$ cat src/rtl/static_bp_pkg.sv
package static_bp_pkg;

    typedef enum logic [1:0] {
        POL_FALLTHRU = 2'b00,
        POL_ALWAYS   = 2'b01,
        POL_DIRECT   = 2'b10,
        POL_HINT     = 2'b11
    } policy_e;

    typedef enum logic {
        ST_IDLE    = 1'b0,
        ST_PENDING = 1'b1
    } tally_state_e;

endpackage

$ cat src/rtl/bp_policy.sv
module bp_policy
    import static_bp_pkg::*;
#(
    parameter int OFF_W = 20
) (
    input  logic [1:0]       mode_i,
    input  logic             valid_i,
    input  logic [OFF_W-1:0] offset_i,
    input  logic             hint_i,
    output logic             taken_o
);
    localparam int SIGN_BIT = OFF_W - 1;

    policy_e pol;
    logic    raw_dir;

    assign pol = policy_e'(mode_i);

    always_comb begin
        unique case (pol)
            POL_FALLTHRU: raw_dir = 1'b0;
            POL_ALWAYS:   raw_dir = 1'b1;
            POL_DIRECT:   raw_dir = offset_i[SIGN_BIT];
            POL_HINT:     raw_dir = hint_i;
            default:      raw_dir = 1'b0;
        endcase
    end

    assign taken_o = valid_i & raw_dir;

endmodule

$ cat src/rtl/bp_nextpc.sv
module bp_nextpc #(
    parameter int ADDR_W      = 32,
    parameter int OFF_W       = 20,
    parameter int INSTR_BYTES = 4
) (
    input  logic [ADDR_W-1:0] pc_i,
    input  logic [OFF_W-1:0]  offset_i,
    input  logic              taken_i,
    output logic [ADDR_W-1:0] next_pc_o
);
    localparam int                EXT_W = ADDR_W - OFF_W;
    localparam logic [ADDR_W-1:0] STEP  = ADDR_W'(INSTR_BYTES);

    logic [ADDR_W-1:0] seq_addr;
    logic [ADDR_W-1:0] tgt_addr;
    logic [ADDR_W-1:0] off_ext;

    assign off_ext   = {{EXT_W{offset_i[OFF_W-1]}}, offset_i};
    assign seq_addr  = pc_i + STEP;
    assign tgt_addr  = pc_i + off_ext;
    assign next_pc_o = taken_i ? tgt_addr : seq_addr;

endmodule

$ cat src/rtl/bp_tally.sv
module bp_tally
    import static_bp_pkg::*;
#(
    parameter int CNT_W = 32
) (
    input  logic             clk,
    input  logic             rst,
    input  logic             valid_i,
    input  logic             pred_i,
    input  logic             resolve_i,
    input  logic             outcome_i,
    output logic [CNT_W-1:0] branch_cnt_o,
    output logic [CNT_W-1:0] miss_cnt_o
);
    tally_state_e state_q, state_d;
    logic         held_pred_q;
    logic         score;
    logic         miss;

    // state register
    always_ff @(posedge clk) begin
        if (rst) state_q <= ST_IDLE;
        else     state_q <= state_d;
    end

    // transitions: CAPTURE, RETIRE, REPLACE, HOLD
    always_comb begin
        state_d = state_q;
        unique case (state_q)
            ST_IDLE:    if (valid_i) state_d = ST_PENDING;        // CAPTURE
            ST_PENDING: begin
                if (valid_i)        state_d = ST_PENDING;         // REPLACE
                else if (resolve_i) state_d = ST_IDLE;            // RETIRE
            end
            default:    state_d = ST_IDLE;
        endcase
    end

    // outputs of the machine: scoring strobes
    always_comb begin
        score = 1'b0;
        miss  = 1'b0;
        unique case (state_q)
            ST_IDLE:    score = 1'b0;
            ST_PENDING: begin
                score = resolve_i;
                miss  = resolve_i & (held_pred_q ^ outcome_i);
            end
            default:    score = 1'b0;
        endcase
    end

    always_ff @(posedge clk) begin
        if (rst) begin
            held_pred_q  <= 1'b0;
            branch_cnt_o <= '0;
            miss_cnt_o   <= '0;
        end else begin
            if (valid_i) held_pred_q  <= pred_i;
            if (score)   branch_cnt_o <= branch_cnt_o + 1'b1;
            if (miss)    miss_cnt_o   <= miss_cnt_o + 1'b1;
        end
    end

    AST_RESOLVE_COUNTS: assert property (@(posedge clk) disable iff (rst)
        (state_q == ST_PENDING && resolve_i) |=> branch_cnt_o == $past(branch_cnt_o) + 1'b1);
    AST_IDLE_RESOLVE_IGNORED: assert property (@(posedge clk) disable iff (rst)
        (state_q == ST_IDLE && resolve_i) |=> ($stable(branch_cnt_o) && $stable(miss_cnt_o)));
    AST_MISS_WITH_BRANCH: assert property (@(posedge clk) disable iff (rst)
        (state_q == ST_PENDING && resolve_i && (held_pred_q != outcome_i))
        |=> miss_cnt_o == $past(miss_cnt_o) + 1'b1);
    AST_NO_MISS_ON_HIT: assert property (@(posedge clk) disable iff (rst)
        (state_q == ST_PENDING && resolve_i && (held_pred_q == outcome_i))
        |=> $stable(miss_cnt_o));

endmodule

$ cat src/rtl/static_bp_top.sv
module static_bp_top
    import static_bp_pkg::*;
#(
    parameter int ADDR_W      = 32,
    parameter int OFF_W       = 20,
    parameter int INSTR_BYTES = 4,
    parameter int CNT_W       = 32
) (
    input  logic              clk,
    input  logic              rst,
    input  logic [ADDR_W-1:0] pc_i,
    input  logic              br_valid_i,
    input  logic [OFF_W-1:0]  br_offset_i,
    input  logic              hint_i,
    input  logic [1:0]        mode_i,
    input  logic              resolve_i,
    input  logic              outcome_i,
    output logic              pred_taken_o,
    output logic [ADDR_W-1:0] next_pc_o,
    output logic [CNT_W-1:0]  branch_cnt_o,
    output logic [CNT_W-1:0]  mispred_cnt_o
);
    localparam logic [ADDR_W-1:0] STEP = ADDR_W'(INSTR_BYTES);

    logic taken;

    bp_policy #(.OFF_W(OFF_W)) u_policy (
        .mode_i   (mode_i),
        .valid_i  (br_valid_i),
        .offset_i (br_offset_i),
        .hint_i   (hint_i),
        .taken_o  (taken)
    );

    bp_nextpc #(.ADDR_W(ADDR_W), .OFF_W(OFF_W), .INSTR_BYTES(INSTR_BYTES)) u_nextpc (
        .pc_i      (pc_i),
        .offset_i  (br_offset_i),
        .taken_i   (taken),
        .next_pc_o (next_pc_o)
    );

    bp_tally #(.CNT_W(CNT_W)) u_tally (
        .clk          (clk),
        .rst          (rst),
        .valid_i      (br_valid_i),
        .pred_i       (taken),
        .resolve_i    (resolve_i),
        .outcome_i    (outcome_i),
        .branch_cnt_o (branch_cnt_o),
        .miss_cnt_o   (mispred_cnt_o)
    );

    assign pred_taken_o = taken;

    AST_INVALID_FALLS_THROUGH: assert property (@(posedge clk) disable iff (rst)
        !br_valid_i |-> (!pred_taken_o && next_pc_o == pc_i + STEP));
    AST_FALLTHRU_NEVER_TAKEN: assert property (@(posedge clk) disable iff (rst)
        (mode_i == POL_FALLTHRU) |-> !pred_taken_o);
    AST_DIRECT_SIGN: assert property (@(posedge clk) disable iff (rst)
        (br_valid_i && mode_i == POL_DIRECT) |-> pred_taken_o == br_offset_i[OFF_W-1]);
    AST_HINT_FOLLOWED: assert property (@(posedge clk) disable iff (rst)
        (br_valid_i && mode_i == POL_HINT) |-> pred_taken_o == hint_i);
    AST_ALWAYS_TAKEN: assert property (@(posedge clk) disable iff (rst)
        (br_valid_i && mode_i == POL_ALWAYS) |-> pred_taken_o);
    AST_RESET_CLEARS: assert property (@(posedge clk)
        rst |=> (branch_cnt_o == '0 && mispred_cnt_o == '0));

endmodule

$ cat config.mk
export PLATFORM = sky130hd
export DESIGN_NAME = static_bp_top
export DESIGN_NICKNAME = d
export VERILOG_FILES = /design/src/rtl/static_bp_pkg.sv /design/src/rtl/bp_policy.sv /design/src/rtl/bp_nextpc.sv /design/src/rtl/bp_tally.sv /design/src/rtl/static_bp_top.sv
export SDC_FILE = /design/constraint.sdc
export NUM_CORES = 1
export LEC_CHECK = 0
export BUFFER_PORTS_ARGS = -buffer_cell sky130_fd_sc_hd__buf_2
export CAP_MARGIN = 5
export CORE_UTILIZATION = 57
export CTS_BUF_LIST = sky130_fd_sc_hd__clkbuf_4 sky130_fd_sc_hd__clkbuf_8 sky130_fd_sc_hd__clkbuf_16
export CTS_CLUSTER_SIZE = 28
export DETAILED_ROUTE_END_ITERATION = 10
export PLACE_DENSITY = 0.87
export SYNTH_ARGS = -nofsm -noshare
export SYNTH_HDL_FRONTEND = slang
export SYNTH_SLANG_ARGS = --single-unit
$ cat constraint.sdc
create_clock -name clk -period 5 [get_ports clk]
set_input_delay 0.5 -clock clk [delete_from_list [all_inputs] [get_ports clk]]
set_output_delay 0.5 -clock clk [all_outputs]
set_load 0.1 [all_outputs]
After elaboration in Yosys (flattened, before gate mapping)
Cells that the tools add are included.

storage, ports and cells
  bits in registers = 66
  bits of input ports = 60
  output and inout port bits = 97

cells by class
  $add $sub $neg = 4
  equal/unequal tests = 3
  multiplexer cells = 8
  bitwise logic cells = 4
  reductions and logical operators = 1

operator list
  operator                                                                number
  32-bit by 1-bit adder with 32-bit output (second input constant)        2
  32-bit by 3-bit adder with 32-bit output (second input constant)        1
  32-bit adder                                                            1
  32-bit two-way mux                                                      1
  2-bit equality test (second input constant)                             2
  1-bit two-way mux                                                       4
  1-bit one-hot mux with 2 select lines                                   2
  1-bit one-hot mux with 4 select lines                                   1
  1-bit bitwise AND                                                       2
  2-bit by 1-bit equality test with 1-bit output (second input constant)  1
  2-bit logical NOT                                                       1
  1-bit NOT                                                               1
  1-bit bitwise XOR                                                       1

Longest topological paths before layout
  depth in word-level cells = 4
  mapped depth = 10

Cells and area by module
A second synthesis with hierarchy kept.

unflattened totals
  cells, all modules = 763
  area, all modules = 5751.8 um2

modules (own cells, without submodules)
  module     instances  cells each  area each (um2)  seq. area each (um2)
  bp_tally   1          374         3165.5           1321.3
  bp_nextpc  1          385         2562.5           0.0
  bp_policy  1          4           23.8             0.0

Worst setup path after synthesis
OpenSTA, ideal clock, no wires.

  path kind = input -> output
  from = in pc_i[0]
  to = out next_pc_o[20]
  arrival time = 4373 ps
  required time = 4500 ps
  slack = 127 ps
  stages on the path = 9
  path buffers = 0
  cell sequence = ha_1 fa_1 a21o_1 a221oi_2 nor3_1 o311ai_1 nand2_1 xnor2_1 o21ai_0

between the ends
  longest elaborated chain between the ends = 2
  elaborated cells on any way between the ends = 3
  classes of those cells = 2 x add/sub; 1 x mux

ends and longest elaborated chain
  element                                                                   RTL line                          source
  start: declaration                                                        static_bp_top.sv:11               input logic [ADDR_W-1:0] pc_i,
  32-bit by 3-bit adder with 32-bit output or 32-bit adder (tied branches)  bp_nextpc.sv:19, bp_nextpc.sv:20
  32-bit two-way mux (*)                                                    bp_nextpc.sv:21                   assign next_pc_o = taken_i ? tgt_addr : seq_addr;
  end: declaration                                                          static_bp_top.sv:19               output logic [ADDR_W-1:0] next_pc_o,

Every way passes the cells marked *; elsewhere a longest branch is shown, timed or not.

Worst setup path in the final report
Same ends and word-level chain as after synthesis.

==> results.yml <==
clock_network:
  cts_tree: "built"
  h-tree-depth: 3
  clockBufferDepth: 2
  post_cts_buffers: 0
  clkLatencyLatePin_ns: 0.34
  cts_root_buffer: "clkbuf_8"
  cts_hold_buf: 0
  cts-resized-gates: 0
  clock_sinks: 66
  cts_buffers: 9
  clk_pin_slew_ns: 0.07
timing:
  maxSlewHeadroom_pct: 23.88
  fin_crit_ns: 3.950
  finalSetupViolCount: 0
  setup_tns_ns: 0
  slew_viol_final: 0
  fin_skew_ns: 0.01009
  hold_slack_ns: 0.4452
  tightest_slew_ns: 1.142
  rsz0062_at_grt: "no"
  max_freq_ghz: 0.2531
  period_share_pct: 79.01
  hold_viol_final: 0
synth:
  synth_seq_cells: 66
  yosysSeqAreaShare_pct: 24.21
  synth_flop_cell: "dfxtp_1"
  syn_inst: 723
  async_flop_share_pct: 0
  syn_area_mm2: 0.005458
  yosys_warnings: 0
  synth-edff-count: 0
  synth.distinct_cells: 67
  avgSynthCellArea_um2: 7.549
  synth_nets: 818
final_layout:
  layout_commonest_cell: "buf_2"
  layout-drive-gt1-share_pct: 22.72
  multi_input_area_mm2: 0.003973
  fillers: 760
  n_antenna_cell: 0
  layout_common_cells: "buf_2 (156), nor2_1 (90), nand2_1 (82), dfxtp_1 (66), xor2_1 (58)"
  area_growth_pct: 19.28
  nets: 957
  regArea_mm2: 0.001321
  final_cell_area_mm2: 0.006510
pwr:
  vdd_drop_max_uv: 136.9
  power.density_mw_per_mm2: 254.7
  leakage_uw: 0.002882
  power.total_uw: 1658
floorplanning:
  num_rows: 35
  dieArea_mm2: 0.009970
  io_pins: 157
  initial_core_util_pct: 59.07
  fp.dieW_um: 99.85
  die_h_um: 99.85
  core_region_area_mm2: 0.009240
global_route:
  grt_use_total_pct: 28.78
  overflow: 0
  antenna_found_initial: 0
  first_global_vias: 5245
  grt_pass1_wl_um: 23520
  grt_max_degree: 67
worst_setup_path:
  cp-start-kind: "input pin"
  arrival_ns: 3.45
  worstSetupPathType: "input pin to output port"
  crit_fanout: 4
  required_ns: 4.50
  worstSetupEndpointType: "output port"
outcome:
  status: "complete, no violations"
routing:
  postRouteAntennaNets: 0
  viasPerCell: 5.813
  vias: 5790
  wl_um: 14720
  drtPass1Iterations: 6
  wl_per_cell_um: 14.78
  drc: 0
  drtIter0Drc: 299
hold_path:
  hold_class: "input pin to register"
placement:
  gp_congestion: 0.9875
  io_buffers: 156
  post_dp_cell_area_mm2: 0.006289
  dp_hpwl_um: 11290
run:
  maxCapViolCount: 0
==> metal layers <==
metal	global-route usage, %	up-vias	share of wire, %
li1	-	2833	-
met1	36.70	2691	43
met2	48.65	228	48
met3	5.292	38	6.2
met4	10.18	0	2.2
met5	0	-	0
==> sequential cells by signal, summed over array words and instances (netlist names) <==
signal	count
u_tally.branch_cnt_o	32
u_tally.held_pred_q	1
u_tally.miss_cnt_o	32
u_tally.state_q	1
==> worst paths after layout <==
path	cells past startpoint	start	endpoint	slack, ns
min reg2reg	2	u_tally.held_pred_q$_SDFFE_PP0P_	u_tally.held_pred_q$_SDFFE_PP0P_	0.49
max	11	pc_i[0]	next_pc_o[20]	1.05
min	3	br_valid_i	u_tally.state_q$_SDFF_PP0_	0.45
max reg2reg	8	u_tally.branch_cnt_o[1]$_SDFFE_PP0P_	u_tally.branch_cnt_o[30]$_SDFFE_PP0P_	2.71
==> critical path, cell delays in order <==
cell and delay, ns:
buf_2 0.11, ha_1 0.24, fa_1 0.41, a21o_1 0.22
a221oi_2 0.42, nor3_1 0.13, o311ai_1 0.54, nand2_1 0.14
xnor2_1 0.15, o21ai_0 0.15, buf_2 0.45
==> synth_stat cells, drive strengths merged, types with 13 or more instances <==
| cell type | number | share of area, % |
|---|---|---|
| nand2 | 82 | 5.6 |
| nand4 | 22 | 2.9 |
| dfxtp | 66 | 24 |
| xor2 | 58 | 9.3 |
| ha | 34 | 7.8 |
| and3 | 19 | 2.3 |
| o21ai | 46 | 4.3 |
| clkbuf | 19 | 1.3 |
| xnor2 | 46 | 7.4 |
| a21oi | 54 | 5.0 |
| nor3 | 13 | 1.4 |
| nor2 | 91 | 6.3 |
| nand3 | 44 | 4.1 |
==> stage by stage <==
step / instances / util [%] / setup slack (ns)
6_report: 996 / 70.45 / 1.050
5_1_grt: 996 / 70.45 / 0.9177
4_1_cts: 996 / 70.45 / 1.100
3_5_place_dp: 980 / 68.06 / 1.132
3_3_place_gp: 980 / 68.06 / 1.155
2_1_floorplan: 723 / - / 0.1270
==> cell type report <==
cell class                 instances  share of cell area [%]
clock inverter                     6                   1.384
multi-input combinational        616                   61.02
timing repair buffer             157                   12.11
inverter                          12                  0.6919
clock buffer                      10                   2.018
sequential                        66                   20.30
tap                              129                   2.479
==> logic make-up after synthesis <==
group | share of synthesized area (%)
buffers and inverters | 3.163
flip-flops | 24.21
multiplexers | 0.7336
adder cells (fa/ha/maj) | 8.161
XOR/XNOR | 16.69
AND/OR/NAND/NOR | 30.06
AO/OA/AOI/OAI | 16.99
==> power by group <==
part	switching, uW	internal [uW]	leakage (uW)
clock network	206	288	0.000110
registers	2.26	528	0.000532
logic	479	156	0.00224
(Power assumes the default switching activity.)
